**src/rtl/tf_seq_pkg.sv**
```systemverilog
package tf_seq_pkg;
  // flag bit positions inside an entry's address byte
  localparam int unsigned TF_SKIP_BIT  = 5;
  localparam int unsigned TF_LAST_BIT  = 7;
  // width of the register address passed to the port
  localparam int unsigned TF_RADDR_W   = 5;
  // header layout
  localparam int unsigned TF_LEN_IDX   = 3;
  localparam int unsigned TF_LIST_OFS  = 16;
  localparam int unsigned TF_UNIT_LOG2 = 3;

  typedef struct packed {
    logic                  skip;
    logic                  last;
    logic [TF_RADDR_W-1:0] raddr;
  } tf_ent_t;
endpackage

```
**src/rtl/tf_entry_dec.sv**
```systemverilog
module tf_entry_dec
  import tf_seq_pkg::*;
#(
  parameter int unsigned DATA_W = 8
) (
  input  logic [DATA_W-1:0] abyte,
  output tf_ent_t           ent
);
  always_comb begin
    ent.skip  = abyte[TF_SKIP_BIT];
    ent.last  = abyte[TF_LAST_BIT];
    ent.raddr = abyte[TF_RADDR_W-1:0];
  end
endmodule

```
**src/rtl/tf_hdr_track.sv**
```systemverilog
module tf_hdr_track
  import tf_seq_pkg::*;
#(
  parameter int unsigned DATA_W = 8,
  parameter int unsigned LEN_W  = 8
) (
  input  logic              clk,
  input  logic              arst_n,
  input  logic              acc,
  input  logic              restart,
  input  logic [DATA_W-1:0] in_data,
  output logic              in_list,
  output logic              idx_odd,
  output logic              at_limit
);
  localparam int unsigned CNT_W = LEN_W + TF_UNIT_LOG2 + 1;

  logic [CNT_W-1:0] idx_q, idx_d, lim_last;
  logic [LEN_W-1:0] len_q, len_d;
  logic             len_en;

  always_comb begin
    idx_d    = restart ? '0 : idx_q + CNT_W'(1);
    len_en   = acc && (idx_q == CNT_W'(TF_LEN_IDX));
    len_d    = in_data[LEN_W-1:0];
    lim_last = (CNT_W'(len_q) << TF_UNIT_LOG2) + CNT_W'(TF_LIST_OFS - 1);
  end

  always_ff @(posedge clk or negedge arst_n) begin
    if (!arst_n) begin
      idx_q <= '0;
      len_q <= '0;
    end else begin
      if (acc)    idx_q <= idx_d;
      if (len_en) len_q <= len_d;
    end
  end

  assign in_list  = (idx_q >= CNT_W'(TF_LIST_OFS));
  assign idx_odd  = idx_q[0];
  assign at_limit = (idx_q == lim_last);
endmodule

```
**src/rtl/tf_wr_stage.sv**
```systemverilog
module tf_wr_stage
  import tf_seq_pkg::*;
#(
  parameter int unsigned DATA_W = 8
) (
  input  logic                  clk,
  input  logic                  arst_n,
  input  logic                  load,
  input  tf_ent_t               ld_ent,
  input  logic [DATA_W-1:0]     ld_data,
  input  logic                  wr_ready,
  output logic                  wr_en,
  output logic [TF_RADDR_W-1:0] wr_addr,
  output logic [DATA_W-1:0]     wr_data,
  output logic                  fire,
  output logic                  last_out
);
  logic                  pend_q, pend_d;
  logic [TF_RADDR_W-1:0] addr_q;
  logic [DATA_W-1:0]     data_q;
  logic                  last_q;

  always_comb begin
    fire   = pend_q && wr_ready;
    pend_d = pend_q;
    if (fire) pend_d = 1'b0;
    if (load) pend_d = 1'b1;
  end

  always_ff @(posedge clk or negedge arst_n) begin
    if (!arst_n) begin
      pend_q <= 1'b0;
      addr_q <= '0;
      data_q <= '0;
      last_q <= 1'b0;
    end else begin
      pend_q <= pend_d;
      if (load) begin
        addr_q <= ld_ent.raddr;
        data_q <= ld_data;
        last_q <= ld_ent.last;
      end
    end
  end

  assign wr_en    = pend_q;
  assign wr_addr  = addr_q;
  assign wr_data  = data_q;
  assign last_out = last_q;
endmodule

```
**src/rtl/tf_reglist_seq.sv**
```systemverilog
module tf_reglist_seq
  import tf_seq_pkg::*;
#(
  parameter int unsigned DATA_W = 8,
  parameter int unsigned LEN_W  = 8
) (
  input  logic                  clk,
  input  logic                  rst_n,
  input  logic                  in_valid,
  output logic                  in_ready,
  input  logic [DATA_W-1:0]     in_data,
  input  logic                  wr_ready,
  output logic                  wr_en,
  output logic [TF_RADDR_W-1:0] wr_addr,
  output logic [DATA_W-1:0]     wr_data,
  output logic                  done,
  output logic                  err
);
  logic [1:0]        rsync_q;
  logic              arst_n;
  logic              acc, in_list, idx_odd, at_limit;
  logic              is_adr, end_hit, lim_hit, restart, load;
  logic              fire, last_q;
  logic              val_en;
  logic [DATA_W-1:0] val_q;
  logic              done_d, err_d, done_q, err_q;
  tf_ent_t           ent;

  // reset: asserted asynchronously, released on a clock edge
  always_ff @(posedge clk or negedge rst_n) begin
    if (!rst_n) rsync_q <= '0;
    else        rsync_q <= {rsync_q[0], 1'b1};
  end
  assign arst_n = rsync_q[1];

  tf_hdr_track #(.DATA_W(DATA_W), .LEN_W(LEN_W)) hdr_i (
    .clk(clk), .arst_n(arst_n), .acc(acc), .restart(restart),
    .in_data(in_data), .in_list(in_list), .idx_odd(idx_odd), .at_limit(at_limit)
  );

  tf_entry_dec #(.DATA_W(DATA_W)) dec_i (.abyte(in_data), .ent(ent));

  tf_wr_stage #(.DATA_W(DATA_W)) wr_i (
    .clk(clk), .arst_n(arst_n), .load(load), .ld_ent(ent), .ld_data(val_q),
    .wr_ready(wr_ready), .wr_en(wr_en), .wr_addr(wr_addr), .wr_data(wr_data),
    .fire(fire), .last_out(last_q)
  );

  always_comb begin
    in_ready = arst_n && !wr_en;
    acc      = in_valid && in_ready;
    is_adr   = in_list && idx_odd;
    val_en   = acc && in_list && !idx_odd;
    end_hit  = acc && is_adr && ent.last;
    lim_hit  = acc && at_limit && !(is_adr && ent.last);
    restart  = end_hit || lim_hit;
    load     = acc && is_adr && !ent.skip;
    done_d   = (end_hit && ent.skip) || (fire && last_q);
    err_d    = lim_hit;
  end

  always_ff @(posedge clk or negedge arst_n) begin
    if (!arst_n) begin
      val_q  <= '0;
      done_q <= 1'b0;
      err_q  <= 1'b0;
    end else begin
      if (val_en) val_q <= in_data;
      done_q <= done_d;
      err_q  <= err_d;
    end
  end

  assign done = done_q;
  assign err  = err_q;
endmodule

```
**config.mk**
```make
export PLATFORM = sky130hd
export DESIGN_NAME = tf_reglist_seq
export DESIGN_NICKNAME = d
export VERILOG_FILES = /design/src/rtl/tf_seq_pkg.sv /design/src/rtl/tf_entry_dec.sv /design/src/rtl/tf_hdr_track.sv /design/src/rtl/tf_wr_stage.sv /design/src/rtl/tf_reglist_seq.sv
export SDC_FILE = /design/constraint.sdc
export NUM_CORES = 1
export LEC_CHECK = 0
export ABC_AREA = 1
export BUFFER_PORTS_ARGS = -buffer_cell sky130_fd_sc_hd__clkbuf_2
export CORE_UTILIZATION = 50
export DETAILED_ROUTE_END_ITERATION = 8
export GPL_TIMING_DRIVEN = 0
export HOLD_SLACK_MARGIN = 0.03
export PLACE_DENSITY = 0.7
export SETUP_SLACK_MARGIN = 0.05
export SYNTH_ARGS = -nofsm -noshare
export SYNTH_HDL_FRONTEND = slang
export SYNTH_SLANG_ARGS = --single-unit
```
**constraint.sdc**
```tcl
create_clock -name clk -period 2.6 [get_ports clk]
set_clock_uncertainty 0.05 [all_clocks]
set_input_delay 0.52 -clock clk [delete_from_list [all_inputs] [get_ports clk]]
set_output_delay 0.52 -clock clk [all_outputs]
set_load 0.1 [all_outputs]
```
==> metrics.cfg <==
[critical_path]
reg2reg_depth=11
worstSetupPathType=reg -> out
worstSetupEndpointType=primary output
cp.required_ps=2030
cp_max_fo=24
cp-start-kind=flop
r2r_setup_slack_ps=670
crit_arrival_ps=1680

[power_and_ir_drop]
p_total_mw=3.20
clock_power_share_pct=16.2
p_int_mw=1.60
p_leak_nw=1.41
sw_frac_of_total_pct=50.0
power_frac_comb_pct=47.0
p_switching_mw=1.60
power_density_nw_per_um2=1160
ir_worst_vdd_mv=0.958
p_seq_share_pct=36.8

[synthesis]
synth_edf_count=0
synth_cell_type_count=24
yosysTopAreaCellShare_pct=48.8
ys_ff_latch=47
syn_area_sq_um=2410
ys_seq_area_share_pct=48.8
async_flop_share_pct=100
syn_inst=293
post_synth.cell_area_avg_sq_um=8.22
yosysMostFrequentCell=nand2_1
synthTopCellsByArea=dfrtp_1 49%, nand2_1 15%, inv_1 5.5%
yosys-top-cells-count=94 x nand2_1, 47 x dfrtp_1, 35 x inv_1, 21 x nor2_1, 19 x nand3_1
ys.flop_type=dfrtp_1
syn_nets=308
yosys_warnings=0
yosysTopAreaCell=dfrtp_1

[grt]
grt_max_degree=47
grt_pass1_wl_um=8050
grt_usage_pct=20.4
grt_pass1_vias=1741
grt_overflow=0
antenna_found_initial=0

[finish]
nets=345
final_area_sq_um=2750
antennaDiodeCount=0
regArea_sq_um=1180
area_delta_synth_final_pct=14.3
multi_input_area_sq_um=1060
fin_cells=382
final_util_pct=61.1
drive_gt1_share_pct=20.3
n_fill_cell=398

[drt]
post-route-drc-count=2
vias=1914
routed_via_density=5.01
firstDrtPassIters=6
initialDrtViolationCount=160
avgRoutedWirePerCell_um=12.5
routed_wl_um=4770
drtAntennaViolNets=0

[floorplanning]
std_cell_rows=24
start_util_pct=53.5
die_w_um=71.4
coreArea_sq_um=4500
num_io_pins=29
fp.dieH_um=71.4
dieArea_sq_um=5100

[flow_run]
cap_violations=0

[sta]
layout_worst_path_cycle_share_pct=86.6
tightest_slew_ps=543
worst_slack_ps=348
tns_ps=0
hold_viol_final=0
rsz0062_at_grt=false
relSlewSlack_pct=63.9
setup_violations=0
holdWs_ps=175
drv_slew=0
min_period_ps=2250
max_freq_mhz=444

[clocking]
cts_buffers=5
ctsResizeCount=0
cts_tree=built
h-tree-depth=2
ctsRootBufferMaster=clkbuf_8
clock_latency_ps=290
ctsLongestPathBuffers=2
clock-sinks=47
path_clk_slew_ps=90

[placed_design]
io_buffers=28
place_area_sq_um=2620
placed_cells=373
hpwlAfterDp_um=3600
gp_routability_congestion=0.853
pre_cts_ws_ps=381

[run_status]
failed_checks=DRC
status=finished, violations left

[hold_path]
min_path_type=reg -> async

==> power by group through the flow <==
stage	Sequential (mW)	Combinational (mW)	Clock (mW)
CTS	1.19	1.50	0.533
floorplan	1.85	0.573	0
global route	1.22	1.62	0.561
global placement	1.19	1.48	0
detailed placement	1.20	1.50	0
finish	1.18	1.51	0.519
==> final cells by class <==
cell class                 count  share of cell area, %
multi-input combinational    205                   38.7
buffer                         6                   1.32
timing repair buffer          30                   6.18
clock buffer                   5                   2.50
clock inverter                 2                   1.36
tap                           52                   2.36
inverter                      35                   4.77
sequential                    47                   42.8
==> worst paths after layout <==
| path | from | end |
|---|---|---|
| max in group asynchronous | rsync_q[1] | hdr_i.len_q[6] |
| min in group clk | rsync_q[0] | rsync_q[1] |
| worst min register to register | rsync_q[1] | hdr_i.len_q[4] |
| worst max-delay path | rsync_q[1] | in_ready |
| worst min-delay path | rsync_q[1] | hdr_i.len_q[4] |
| worst max register to register | hdr_i.len_q[0] | hdr_i.idx_q[7] |
==> worst max-delay path: stages, from the launching register on <==
cell and delay [ps]:
dfrtp_4 640, inv_1 120, nor2_4 140, clkbuf_2 470
==> per-layer routing <==
| layer | share of wire (%) | GRT usage, % | vias up |
|---|---|---|---|
| li1 | - | - | 991 |
| met1 | 50 | 29.7 | 872 |
| met2 | 45 | 30.6 | 44 |
| met3 | 3.8 | 3.94 | 7 |
| met4 | 1.3 | 7.11 | 0 |
| met5 | 0 | 0 | - |
==> registers in the layout, indices dropped and copies added (netlist names) <==
signal / count
wr_i.wr_en: 1
wr_i.wr_data: 8
rsync_q: 2
err: 1
hdr_i.idx_q: 12
wr_i.last_out: 1
hdr_i.len_q: 8
done: 1
wr_i.wr_addr: 5
val_q: 8
==> cells by family (layout without fill, tap and decap cells) <==
group | after synthesis | in the layout | synth area share (%)
AND/OR/NAND/NOR | 162 | 162 | 31.0
adder cells (fa/ha/maj) | 3 | 3 | 1.56
XOR/XNOR | 12 | 12 | 4.36
buffers and inverters | 41 | 78 | 6.96
AO/OA/AOI/OAI | 27 | 27 | 7.12
flip-flops | 47 | 47 | 48.8
other | 1 | 1 | 0.156
==> timing repair <==
| item | CTS | global route |
|---|---|---|
| endpoints found under the setup margin | 0 | 1 |
| hold buffers | 1 | 0 |
| hold endpoints to repair | 2 | 0 |
| setup buffers | 0 | 1 |
==> placed cells by master (no fill, tap or decap) <==
master / n
and2_4: 1
buf_12: 1
buf_2: 4
buf_6: 1
bufinv_16: 1
clkbuf_2: 29
clkbuf_8: 5
clkinvlp_4: 1
conb_1: 1
dfrtp_1: 46
dfrtp_4: 1
dlygate4sd3_1: 1
ha_1: 3
inv_1: 35
nand2_1: 94
nand2_2: 1
nand2_4: 2
nand3_1: 19
nand3_2: 2
nand4_1: 7
nor2_1: 21
nor2_2: 2
nor2_4: 5
nor3_1: 6
nor3_2: 2
o211ai_1: 1
o21ai_0: 17
o21ai_2: 9
xnor2_1: 3
xor2_1: 9
Power figures use the tool's default switching activity.
